**src/rtl/adc_rd_pkg.sv**
```systemverilog
package adc_rd_pkg;
  typedef enum logic {
    MODE_WAIT = 1'b0,
    MODE_ROM  = 1'b1
  } rd_mode_e;
endpackage

```
**src/rtl/adc_strobe_sync.sv**
```systemverilog
module adc_strobe_sync #(
  parameter int unsigned STAGES = 2
) (
  input  logic clk_i,
  input  logic rst_ni,
  input  logic cs_ni,
  input  logic rd_ni,
  output logic strb_o,
  output logic strb_dly_o,
  output logic rise_o
);
  logic              raw;
  logic [STAGES-1:0] sync_q;
  logic              dly_q;

  assign raw = ~cs_ni & ~rd_ni;

  generate
    for (genvar i = 0; i < STAGES; i++) begin : g_stage
      if (i == 0) begin : g_first
        always_ff @(posedge clk_i or negedge rst_ni) begin
          if (!rst_ni) sync_q[0] <= 1'b0;
          else         sync_q[0] <= raw;
        end
      end else begin : g_next
        always_ff @(posedge clk_i or negedge rst_ni) begin
          if (!rst_ni) sync_q[i] <= 1'b0;
          else         sync_q[i] <= sync_q[i-1];
        end
      end
    end
  endgenerate

  always_ff @(posedge clk_i or negedge rst_ni) begin
    if (!rst_ni) dly_q <= 1'b0;
    else         dly_q <= sync_q[STAGES-1];
  end

  assign strb_o     = sync_q[STAGES-1];
  assign strb_dly_o = dly_q;
  assign rise_o     = sync_q[STAGES-1] & ~dly_q;
endmodule

```
**src/rtl/adc_conv_seq.sv**
```systemverilog
module adc_conv_seq #(
  parameter int unsigned DATA_W      = 12,
  parameter int unsigned CONV_CYCLES = 14
) (
  input  logic              clk_i,
  input  logic              rst_ni,
  input  logic              start_i,
  input  logic [DATA_W-1:0] sample_i,
  output logic              busy_o,
  output logic [DATA_W-1:0] result_o
);
  localparam int unsigned CNT_W = $clog2(CONV_CYCLES + 1);

  logic              busy_q;
  logic [CNT_W-1:0]  cnt_q;
  logic [DATA_W-1:0] samp_q;
  logic [DATA_W-1:0] res_q;

  always_ff @(posedge clk_i or negedge rst_ni) begin
    if (!rst_ni) begin
      busy_q <= 1'b0;
      cnt_q  <= '0;
      samp_q <= '0;
      res_q  <= '0;
    end else if (start_i && !busy_q) begin
      busy_q <= 1'b1;
      cnt_q  <= CNT_W'(CONV_CYCLES - 1);
      samp_q <= sample_i;
    end else if (busy_q) begin
      if (cnt_q == '0) begin
        busy_q <= 1'b0;
        res_q  <= samp_q;
      end else begin
        cnt_q <= cnt_q - 1'b1;
      end
    end
  end

  assign busy_o   = busy_q;
  assign result_o = res_q;
endmodule

```
**src/rtl/adc_bus_map.sv**
```systemverilog
module adc_bus_map #(
  parameter int unsigned DATA_W = 12
) (
  input  logic [DATA_W-1:0] result_i,
  input  logic              hben_i,
  input  logic              oe_i,
  output logic [DATA_W-1:0] data_o
);
  localparam int unsigned HI_W = DATA_W / 3;

  logic [DATA_W-1:0] hb_map;

  generate
    for (genvar i = 0; i < DATA_W; i++) begin : g_line
      if (i >= DATA_W - HI_W) begin : g_hi
        assign hb_map[i] = result_i[i];
      end else if (i < HI_W) begin : g_lo
        assign hb_map[i] = result_i[DATA_W - HI_W + i];
      end else begin : g_mid
        assign hb_map[i] = 1'b0;
      end
    end
  endgenerate

  always_comb begin
    if (!oe_i)       data_o = '0;
    else if (hben_i) data_o = hb_map;
    else             data_o = result_i;
  end
endmodule

```
**src/rtl/adc_rd_ctrl.sv**
```systemverilog
module adc_rd_ctrl
  import adc_rd_pkg::*;
#(
  parameter int unsigned DATA_W      = 12,
  parameter int unsigned CONV_CYCLES = 14,
  parameter int unsigned SYNC_STAGES = 2
) (
  input  logic              clk_i,
  input  logic              rst_ni,
  input  logic              mode_rom_i,
  input  logic              cs_ni,
  input  logic              rd_ni,
  input  logic              hben_i,
  input  logic [DATA_W-1:0] sample_i,
  output logic              busy_o,
  output logic              data_oe_o,
  output logic [DATA_W-1:0] data_o
);
  rd_mode_e          mode_q;
  logic              mode_lock_q;
  logic              strb, strb_dly, strb_rise;
  logic              busy;
  logic [DATA_W-1:0] result_w;
  logic              oe;

  // mode captured once, on the first edge after reset release
  always_ff @(posedge clk_i or negedge rst_ni) begin
    if (!rst_ni) begin
      mode_q      <= MODE_WAIT;
      mode_lock_q <= 1'b0;
    end else if (!mode_lock_q) begin
      mode_q      <= rd_mode_e'(mode_rom_i);
      mode_lock_q <= 1'b1;
    end
  end

  adc_strobe_sync #(.STAGES(SYNC_STAGES)) sync_i (
    .clk_i      (clk_i),
    .rst_ni     (rst_ni),
    .cs_ni      (cs_ni),
    .rd_ni      (rd_ni),
    .strb_o     (strb),
    .strb_dly_o (strb_dly),
    .rise_o     (strb_rise)
  );

  adc_conv_seq #(.DATA_W(DATA_W), .CONV_CYCLES(CONV_CYCLES)) conv_i (
    .clk_i    (clk_i),
    .rst_ni   (rst_ni),
    .start_i  (strb_rise),
    .sample_i (sample_i),
    .busy_o   (busy),
    .result_o (result_w)
  );

  // strb_dly gate keeps the start cycle dark, before busy is visible
  assign oe = strb & strb_dly & ((mode_q == MODE_ROM) | ~busy);

  adc_bus_map #(.DATA_W(DATA_W)) map_i (
    .result_i (result_w),
    .hben_i   (hben_i),
    .oe_i     (oe),
    .data_o   (data_o)
  );

  assign busy_o    = busy;
  assign data_oe_o = oe;
endmodule

```
**config.mk**
```make
export PLATFORM = sky130hd
export DESIGN_NAME = adc_rd_ctrl
export DESIGN_NICKNAME = d
export VERILOG_FILES = /design/src/rtl/adc_rd_pkg.sv /design/src/rtl/adc_strobe_sync.sv /design/src/rtl/adc_conv_seq.sv /design/src/rtl/adc_bus_map.sv /design/src/rtl/adc_rd_ctrl.sv
export SDC_FILE = /design/constraint.sdc
export NUM_CORES = 1
export LEC_CHECK = 0
export ABC_AREA = 1
export CAP_MARGIN = 10
export CORE_MARGIN = 5
export CORE_UTILIZATION = 25
export CTS_CLUSTER_SIZE = 14
export DETAILED_ROUTE_END_ITERATION = 6
export PLACE_DENSITY = 0.46
export SLEW_MARGIN = 20
export SYNTH_ARGS = -nofsm -noshare
export SYNTH_HDL_FRONTEND = slang
export SYNTH_SLANG_ARGS = --single-unit
```
**constraint.sdc**
```tcl
create_clock -name clk_i -period 1.1 [get_ports clk_i]
set_input_delay 0.165 -clock clk_i [delete_from_list [all_inputs] [get_ports clk_i]]
set_output_delay 0.165 -clock clk_i [all_outputs]
set_load 0.02 [all_outputs]
```
==> results of run 1 <==
## final timing paths
check	end	cells past startpoint
worst max register to register	conv_i.cnt_q[3]	7
worst min-delay path	sync_i.sync_q[0]	2
max in group asynchronous	conv_i.samp_q[0]	2
worst min register to register	sync_i.strb_o	0
worst max-delay path	data_o[5]	6
min in group clk_i	sync_i.strb_o	0
## cell families (layout without fill, tap and decap cells)
logic type / Yosys count / in the layout / synth area share
AND/OR/NAND/NOR: 89 / 89 / 0.251
multiplexers: 1 / 1 / 0.00739
flip-flops: 34 / 34 / 0.559
other: 1 / 1 / 0.00246
AO/OA/AOI/OAI: 18 / 18 / 0.0813
adder cells (fa/ha/maj): 2 / 2 / 0.0164
buffers and inverters: 28 / 92 / 0.0822
## registers in the layout (all words and copies together), names as in the netlist
register,cells
mode_q,1
sync_i.strb_dly_o,1
conv_i.cnt_q,4
sync_i.strb_o,1
sync_i.sync_q,1
mode_lock_q,1
conv_i.busy_o,1
conv_i.samp_q,12
conv_i.result_o,12
## area by class of cell
| type | instances | area, um^2 | area share |
|---|---|---|---|
| tap | 75 | 93.8 | 0.0385 |
| sequential | 34 | 852 | 0.349 |
| clock buffer | 7 | 86.3 | 0.0354 |
| timing repair buffer | 61 | 622 | 0.255 |
| multi-input combinational | 111 | 662 | 0.271 |
| inverter | 23 | 93.8 | 0.0385 |
| clock inverter | 1 | 30.0 | 0.0123 |
## metrics by stage
step,area [um^2],hold slack [ns],setup TNS (ns)
global route,2440,0.268,-11.59
global placement,2210,0.334,-10.29
finish,2440,0.254,-8.41
detailed placement,2210,0.336,-10.71
floorplan,1600,-0.131,-4.36
CTS,2390,0.263,-9.29
## layer usage
layer | track usage | routed length (um) | up-vias
met5 | 0 | 0 | -
met4 | 0.0288 | 41 | 0
met3 | 0.0273 | 149 | 2
met2 | 0.161 | 1580 | 22
met1 | 0.139 | 1610 | 556
li1 | - | - | 651
## power by group through the flow
stage / sequential, W / combinational [W] / clock (W)
3_5_place_dp: 0.00208 / 0.00225 / 0
6_report: 0.00208 / 0.00234 / 0.00119
5_1_grt: 0.00215 / 0.00266 / 0.00128
4_1_cts: 0.00207 / 0.00232 / 0.00121
3_3_place_gp: 0.00208 / 0.00224 / 0
2_1_floorplan: 0.00208 / 0.00130 / 0
## layout by cell type (no fill, tap or decap), types with 2 or more instances in the layout
master	count
o21ai_2	9
inv_2	2
buf_6	17
a21oi_1	5
inv_4	3
nand2_4	3
nor2_2	8
buf_12	3
clkdlybuf4s50_1	17
nor2_1	6
nand2_2	6
o21ai_1	3
nand2_1	50
clkbuf_8	6
inv_1	18
nor2_4	8
nand3_1	6
buf_4	23
dfrtp_1	33
## repair_timing
action	CTS	global route
pin swaps	5	3
setup endpoints to repair	41	43
resized for setup	90	13
cloned	1	0
setup buffers	1	1
## worst max-delay path, stage by stage, from the launching register on
cell and delay [ns]:
dfrtp_2 0.43, inv_4 0.06, nor2_2 0.04, nor3_4 0.25
nand2_4 0.16, nor2_2 0.12, buf_6 0.12
==> impl_metrics.env, run 1 <==
export IMPL_violations="negative setup slack"
export IMPL_leakage_nw=1.17
export IMPL_wl_mm=3.38
export IMPL_grt_pass1_wl_mm=6.10
export IMPL_drive_gt1_frac=0.401
export IMPL_worst_ep_required_time_ns=0.94
export IMPL_postCtsHoldBufs=0
export IMPL_drv_slew=0
export IMPL_grt_max_degree=35
export IMPL_cp_startpoint="conv_i.busy_o"
export IMPL_stdcell_count=312
export IMPL_drv_cap=0
export IMPL_yosysTopAreaCell="dfrtp_1"
export IMPL_placed_cells=302
export IMPL_synth_avg_cell_area_um2=8.80
export IMPL_syn_inst=173
export IMPL_area_growth_pct=60.2
export IMPL_p_seq_frac=0.370
export IMPL_switching_power_w=0.00189
export IMPL_switching_share=0.337
export IMPL_rrSetupSlack_ns=-0.10
export IMPL_grt_overflow=0
export IMPL_yosysUniqueCellTypes=22
export IMPL_finalSetupViolations=41
export IMPL_synth_edf_count=0
export IMPL_rows=28
export IMPL_final_hold_violation_count=0
export IMPL_fin_worst_skew_ns=0.00912
export IMPL_period_share=1.47
export IMPL_total_power_w=0.00561
export IMPL_r2r_start="conv_i.busy_o"
export IMPL_dieWidth_um=88.0
export IMPL_synth_area_leaders="dfrtp_1 (56%), nand2_1 (14%), o21ai_2 (5.2%)"
export IMPL_drt_iter0_drc=19
export IMPL_clkPwrFrac=0.212
export IMPL_crit_path_end_kind="output port"
export IMPL_rsz0062_at_grt="yes"
export IMPL_cts_buffer_depth=2
export IMPL_post_dp_hpwl_mm=2.42
export IMPL_p_int_w=0.00372
export IMPL_synth_ff_type="dfrtp_1"
export IMPL_pwr_share_comb=0.417
export IMPL_crit_arrival_ns=1.45
export IMPL_critPathMaxFanout=4
export IMPL_cts_root_buffer="clkbuf_8"
export IMPL_yosysWarningCount=0
export IMPL_cts_tree="yes"
export IMPL_gp_congestion=0.689
export IMPL_path_clk_slew_ns=0.08
export IMPL_io_buffers=31
export IMPL_drt_first_pass_iters=3
export IMPL_crit_path_start_kind="flip-flop"
export IMPL_start_util=0.257
export IMPL_synthTopCellsByCount="nand2_1 (57), dfrtp_1 (34), inv_1 (20), nor2_1 (20), o21ai_2 (9)"
export IMPL_clk_latency_ns=0.28
export IMPL_status="finished, violations left"
export IMPL_viasPerCell=3.95
export IMPL_num_antenna_cells=0
export IMPL_async_flop_share=1.00
export IMPL_core_mm2=0.00592
export IMPL_clock_fmax_mhz=620
export IMPL_fillCellCount=600
export IMPL_syn_num_nets=193
export IMPL_post_route_util=0.412
export IMPL_drc=0
export IMPL_cts_htree_levels=2
export IMPL_pwr_density_cell_mw_per_mm2=2300
export IMPL_ios=32
export IMPL_post_route_min_period_ns=1.61
export IMPL_syn_area_mm2=0.00152
export IMPL_synth_ff_latch_count=34
export IMPL_min_path_type="primary input to asynchronous set/reset pin"
export IMPL_crit_type="flip-flop to output port"
export IMPL_ant_nets=0
export IMPL_fin_ws_ns=-0.514
export IMPL_grtUsageTotal=0.102
export IMPL_fp_dieH_um=88.0
export IMPL_cts_sinks=34
export IMPL_antenna_found_initial=0
export IMPL_yosysMostFrequentCell="nand2_1"
export IMPL_num_vias=1231
export IMPL_cts_inserted_buffers=5
export IMPL_dieArea_mm2=0.00775
export IMPL_wire_per_inst_um=10.8
export IMPL_ir_drop_v=0.000824
export IMPL_fin_nets=256
export IMPL_synth_top_area_frac=0.559
export IMPL_dp_slack_ns=-0.798
export IMPL_grt_pass1_vias=1262
export IMPL_ys_seq_area_frac=0.559
Note: power is estimated with default switching activity, not from simulation.
==> run 2, diff against run 1 <==
--- a/config.mk
+++ b/config.mk
@@ -11,7 +11,8 @@
 export CORE_UTILIZATION = 25
 export CTS_CLUSTER_SIZE = 14
 export DETAILED_ROUTE_END_ITERATION = 6
-export PLACE_DENSITY = 0.46
+export PLACE_DENSITY = 0.44
+export RECOVER_POWER = 25
 export SLEW_MARGIN = 20
 export SYNTH_ARGS = -nofsm -noshare
 export SYNTH_HDL_FRONTEND = slang
==> constraint.sdc (replaced) <==
create_clock -name clk_i -period 1.7 [get_ports clk_i]
set_input_delay 0.255 -clock clk_i [delete_from_list [all_inputs] [get_ports clk_i]]
set_output_delay 0.255 -clock clk_i [all_outputs]
set_load 0.02 [all_outputs]
==> run 2 against run 1 <==
  * The run now ends clean
  * Sequential share of layout area is 6.7 points higher
  * Clock skew decreased by 0.00065 ns
  * Setup slack improved by 0.58 ns
  * Die area is the same
  * Global-route usage decreased by 0.56 points
  * Register-to-register slack better by 0.38 ns
  * Critical path type unchanged
  * Largest cell class unchanged
  * Largest power group is now sequential cells
  * Highest routed layer unchanged
==> impl_metrics.env, run 2 (same netlist as run 1, synthesis figures left out) <==
export IMPL_cts_htree_levels=2
export IMPL_total_power_w=0.00302
export IMPL_crit_type="flip-flop to output port"
export IMPL_crit_arrival_ns=1.38
export IMPL_grt_pass1_vias=1182
export IMPL_path_clk_slew_ns=0.07
export IMPL_critPathMaxFanout=4
export IMPL_finalSetupViolations=0
export IMPL_cts_root_buffer="clkbuf_8"
export IMPL_r2r_start="conv_i.busy_o"
export IMPL_postCtsHoldBufs=0
export IMPL_cp_startpoint="conv_i.busy_o"
export IMPL_fin_nets=237
export IMPL_ant_nets=0
export IMPL_worst_ep_required_time_ns=1.44
export IMPL_fp_dieH_um=88.0
export IMPL_gp_congestion=0.694
export IMPL_antenna_found_initial=0
export IMPL_viasPerCell=4.00
export IMPL_crit_path_max_incr_delay_ns=0.39
export IMPL_dieArea_mm2=0.00775
export IMPL_path_cells="inv_2 -> nor2_2 -> nor3_4 -> nand2_2 -> nor2_1 -> buf_4"
export IMPL_period_share=0.961
export IMPL_r2r_cells=9
export IMPL_post_route_min_period_ns=1.63
export IMPL_crit_path_end_kind="output port"
export IMPL_finalSetupTns_ns=0
export IMPL_cts_tree="yes"
export IMPL_leakage_nw=1.02
export IMPL_post_dp_hpwl_mm=2.37
export IMPL_r2r_end="conv_i.cnt_q[3]"
export IMPL_post_route_cell_area_mm2=0.00204
export IMPL_grtUsageTotal=0.0965
export IMPL_cts_inserted_buffers=5
export IMPL_clk_latency_ns=0.28
export IMPL_grt_pass1_wl_mm=5.53
export IMPL_wl_mm=3.29
export IMPL_hold_ws_ns=0.368
export IMPL_drt_iter0_drc=38
export IMPL_drive_gt1_frac=0.252
export IMPL_io_buffers=31
export IMPL_slew_headroom=0.420
export IMPL_worst_pin_slew_ns=0.870
export IMPL_wire_per_inst_um=11.2
export IMPL_min_path_type="flip-flop to flip-flop"
export IMPL_final_hold_violation_count=0
export IMPL_num_antenna_cells=0
export IMPL_grt_overflow=0
export IMPL_area_growth_pct=34.3
export IMPL_drv_slew=0
export IMPL_cts_sinks=34
export IMPL_crit_slowest_cell="dfrtp_1"
export IMPL_critPathTopFamily="simple AND/OR/NAND/NOR gates"
export IMPL_pwr_density_cell_mw_per_mm2=1480
export IMPL_ir_drop_v=0.000592
export IMPL_rrSetupSlack_ns=0.28
export IMPL_core_mm2=0.00592
export IMPL_post_dp_cell_area_mm2=0.00196
export IMPL_final_common_cell="nand2_1"
export IMPL_start_util=0.257
export IMPL_fin_worst_skew_ns=0.00846
export IMPL_ios=32
export IMPL_drc=0
export IMPL_num_vias=1172
export IMPL_cp_depth=6
export IMPL_status="finished clean"
export IMPL_crit_path_start_kind="flip-flop"
export IMPL_grt_max_degree=35
export IMPL_critPathBufInv=2
export IMPL_crit_end="data_o[6]"
export IMPL_rows=28
export IMPL_rsz0062_at_grt="yes"
export IMPL_dieWidth_um=88.0
export IMPL_drv_cap=0
export IMPL_drt_first_pass_iters=4
export IMPL_cts_buffer_depth=2
export IMPL_layout_common_cells="nand2_1 (57), dfrtp_1 (34), inv_1 (20)"
export IMPL_clock_fmax_mhz=612
[run 2: cell count changes in the layout (fill, tap and decap cells not counted), sizes merged]
cell and delta:
clkdlybuf4s50 -2, clkbuf +3, dlygate4sd3 +2, clkinv +1, bufinv -1, dlymetal6s2s +1
buf -23
[run 2: repair_timing]
| action | 4_1_cts | 5_1_grt |
|---|---|---|
| resized for setup | 50 | 16 |
| pin swaps | 0 | 1 |
| endpoints found under the setup margin | 13 | 13 |
| setup buffers | 0 | 3 |
[run 2: cell type report]
type	count	area, um^2
multi-input cells	111	567
clock inverters	1	5.00
inverters	23	86.3
fillers	595	3880
well taps	75	93.8
clock buffers	7	86.3
repair buffers	42	355
flip-flops and latches	34	851
[run 2: worst min path at each step]
stage	startpoint	end	slack (ns)	cells past startpoint
floorplan	rst_ni	conv_i.busy_o	-0.04	0
global placement	sync_i.sync_q[0]	sync_i.strb_o	0.36	0
detailed placement	sync_i.sync_q[0]	sync_i.strb_o	0.36	0
CTS	sync_i.sync_q[0]	sync_i.strb_o	0.38	0
global route	sync_i.sync_q[0]	sync_i.strb_o	0.38	0
finish	sync_i.sync_q[0]	sync_i.strb_o	0.37	0
[run 2: through the flow]
step | instances | setup WS, ns | util
global route | 293 | -0.0376 | 0.345
CTS | 290 | 0.00624 | 0.336
finish | 293 | 0.0667 | 0.345
global placement | 282 | -0.388 | 0.331
floorplan | 173 | 0.0726 | -
detailed placement | 282 | -0.380 | 0.331
[run 2: layer usage]
| layer | GRT usage | vias up | routed length, um |
|---|---|---|---|
| li1 | - | 608 | - |
| met1 | 0.118 | 537 | 1460 |
| met2 | 0.153 | 22 | 1610 |
| met3 | 0.0245 | 5 | 146 |
| met4 | 0.0577 | 0 | 72 |
| met5 | 0 | - | 0 |
[run 2: worst register-to-register path, stage by stage, from the launching register on]
cell,delay [ns]
dfrtp_1,0.36
inv_2,0.05
buf_4,0.12
buf_4,0.12
buf_4,0.14
nand3_4,0.13
buf_4,0.20
nand2_1,0.08
nand2_1,0.07
nand2_1,0.04
[run 2: where the power goes]
part / switching [W] / internal (W) / total, W
registers: 0.000176 / 0.00117 / 0.00134
clock network: 0.000277 / 0.000326 / 0.000604
logic: 0.000607 / 0.000464 / 0.00107
total: 0.00106 / 0.00196 / 0.00302
==> run 3, diff against run 2 <==
--- a/config.mk
+++ b/config.mk
@@ -9,6 +9,7 @@
 export CAP_MARGIN = 10
 export CORE_MARGIN = 5
 export CORE_UTILIZATION = 25
+export CTS_BUF_LIST = sky130_fd_sc_hd__clkbuf_16
 export CTS_CLUSTER_SIZE = 14
 export DETAILED_ROUTE_END_ITERATION = 6
 export PLACE_DENSITY = 0.44
==> run 3 against run 2 <==
  * First-iteration DRC count rose by 5.3%
  * Non-clock buffer count fell by 2
  * Power is 6.2% higher
  * Routed wire length shrank 0.15%
  * Clock power grew 39%
  * Flip-flop and latch count unchanged
  * Design area increased by 0.98%
  * Global-route usage up 0.12 points
==> impl_metrics.env, run 3 (same netlist as run 1, synthesis figures left out) <==
export IMPL_fin_worst_skew_ns=0.00738
export IMPL_drt_first_pass_iters=4
export IMPL_hold_ws_ns=0.367
export IMPL_period_share=0.944
export IMPL_crit_type="flip-flop to output port"
export IMPL_switching_power_w=0.00107
export IMPL_clkPwrFrac=0.262
export IMPL_gp_congestion=0.694
export IMPL_core_mm2=0.00592
export IMPL_clk_latency_ns=0.28
export IMPL_crit_arrival_ns=1.35
export IMPL_dieWidth_um=88.0
export IMPL_cts_htree_levels=2
export IMPL_post_route_min_period_ns=1.60
export IMPL_drv_slew=0
export IMPL_fillCellCount=601
export IMPL_area_growth_pct=35.6
export IMPL_switching_share=0.335
export IMPL_io_buffers=31
export IMPL_cts_buffer_depth=2
export IMPL_wire_per_inst_um=11.3
export IMPL_cts_inserted_buffers=5
export IMPL_drive_gt1_frac=0.222
export IMPL_min_path_type="flip-flop to flip-flop"
export IMPL_pwr_share_comb=0.318
export IMPL_start_util=0.257
export IMPL_ir_drop_v=0.000494
export IMPL_slew_headroom=0.419
export IMPL_crit_path_start_kind="flip-flop"
export IMPL_wl_mm=3.29
export IMPL_drc=0
export IMPL_multi_input_area_um2=552
export IMPL_p_int_w=0.00213
export IMPL_fin_nets=235
export IMPL_worst_pin_slew_ns=0.872
export IMPL_viasPerCell=3.98
export IMPL_drv_cap=0
export IMPL_final_common_cell="nand2_1"
export IMPL_cts_root_buffer="clkbuf_16"
export IMPL_fp_dieH_um=88.0
export IMPL_grtUsageTotal=0.0977
export IMPL_antenna_found_initial=0
export IMPL_crit_slowest_cell="dfrtp_1"
export IMPL_final_hold_violation_count=0
export IMPL_crit_path_end_kind="output port"
export IMPL_critPathMaxFanout=8
export IMPL_rows=28
export IMPL_clock_fmax_mhz=623
export IMPL_path_cells="inv_2 -> nor2_1 -> nor3_4 -> inv_2 -> nor2_1 -> buf_4"
export IMPL_post_dp_hpwl_mm=2.37
export IMPL_p_seq_frac=0.420
export IMPL_seqCellArea_um2=851
export IMPL_cts_tree="yes"
export IMPL_grt_max_degree=35
export IMPL_post_route_util=0.349
export IMPL_grt_pass1_vias=1172
export IMPL_cts_sinks=34
export IMPL_ios=32
export IMPL_grt_overflow=0
export IMPL_ant_nets=0
export IMPL_leakage_nw=1.03
export IMPL_pwr_density_cell_mw_per_mm2=1550
export IMPL_drt_iter0_drc=40
export IMPL_crit_path_max_incr_delay_ns=0.38
export IMPL_worst_ep_required_time_ns=1.44
export IMPL_num_antenna_cells=0
export IMPL_num_vias=1158
export IMPL_status="finished clean"
export IMPL_path_clk_slew_ns=0.05
export IMPL_dieArea_mm2=0.00775
export IMPL_grt_pass1_wl_mm=5.57
export IMPL_finalSetupViolations=0
export IMPL_layout_common_cells="nand2_1 (57), dfrtp_1 (34), inv_1 (21)"
export IMPL_rsz0062_at_grt="yes"
==> run 3: routing by layer <==
layer  global-route usage  part of all wire  vias to the layer above
li1                     -                 -                      602
met1                0.118              0.45                      530
met2                0.153              0.48                       24
met3               0.0357             0.053                        2
met4               0.0495             0.014                        0
met5                    0                 0                        -
==> run 3: power by group through the flow <==
stage                     Sequential (W)  Combinational, W  Clock (W)
after floorplan                  0.00133          0.000740          0
after global placement           0.00135           0.00103          0
after detailed placement         0.00136           0.00104          0
after CTS                        0.00135           0.00104   0.000866
after global routing             0.00139           0.00119   0.000903
final                            0.00135           0.00102   0.000841
==> run 3: layout make-up <==
cell class              count  area share
flip-flops and latches     34       0.412
multi-input cells         111       0.267
repair buffers             40       0.167
clock buffers               5      0.0606
well taps                  75      0.0455
inverters                  23      0.0418
clock inverters             3     0.00606
==> run 3: critical path, delay by kind of cell (launching register included) <==
kind                   cells  cell delay [ns]
DFF                        1             0.38
buffers and inverters      3             0.33
and+or+nand+nor            3             0.36
==> run 3: path summary, 6_finish.rpt <==
path | from | end | slack, ns | cells past startpoint
max | conv_i.busy_o | data_o[3] | 0.1 | 6
min | sync_i.sync_q[0] | sync_i.strb_o | 0.37 | 0
max reg2reg | conv_i.cnt_q[0] | conv_i.result_o[4] | 0.40 | 7
min reg2reg | sync_i.sync_q[0] | sync_i.strb_o | 0.37 | 0
max in group asynchronous | rst_ni | conv_i.result_o[0] | 0.53 | 2
min in group asynchronous | rst_ni | conv_i.result_o[6] | 0.63 | 2
==> run 3: stage by stage <==
step / cell area, um^2 / instances / TNS [ns] / setup WS, ns / total power, W
after floorplan: 1520 / 173 / 0 / 0.0726 / 0.00207
after global placement: 1960 / 282 / -2.98 / -0.388 / 0.00238
after detailed placement: 1960 / 282 / -3.09 / -0.380 / 0.00240
after CTS: 2040 / 290 / 0 / 0.0229 / 0.00325
after global routing: 2060 / 291 / -0.155 / -0.0359 / 0.00348
final: 2060 / 291 / 0 / 0.0957 / 0.00321
==> run 3: timing repair <==
item                                    in CTS  in global routing
setup buffers                                0                  1
endpoints found under the setup margin      13                 10
hold buffers                                 0                  0
hold endpoints to repair                     0                  0
resized for setup                           50                 13
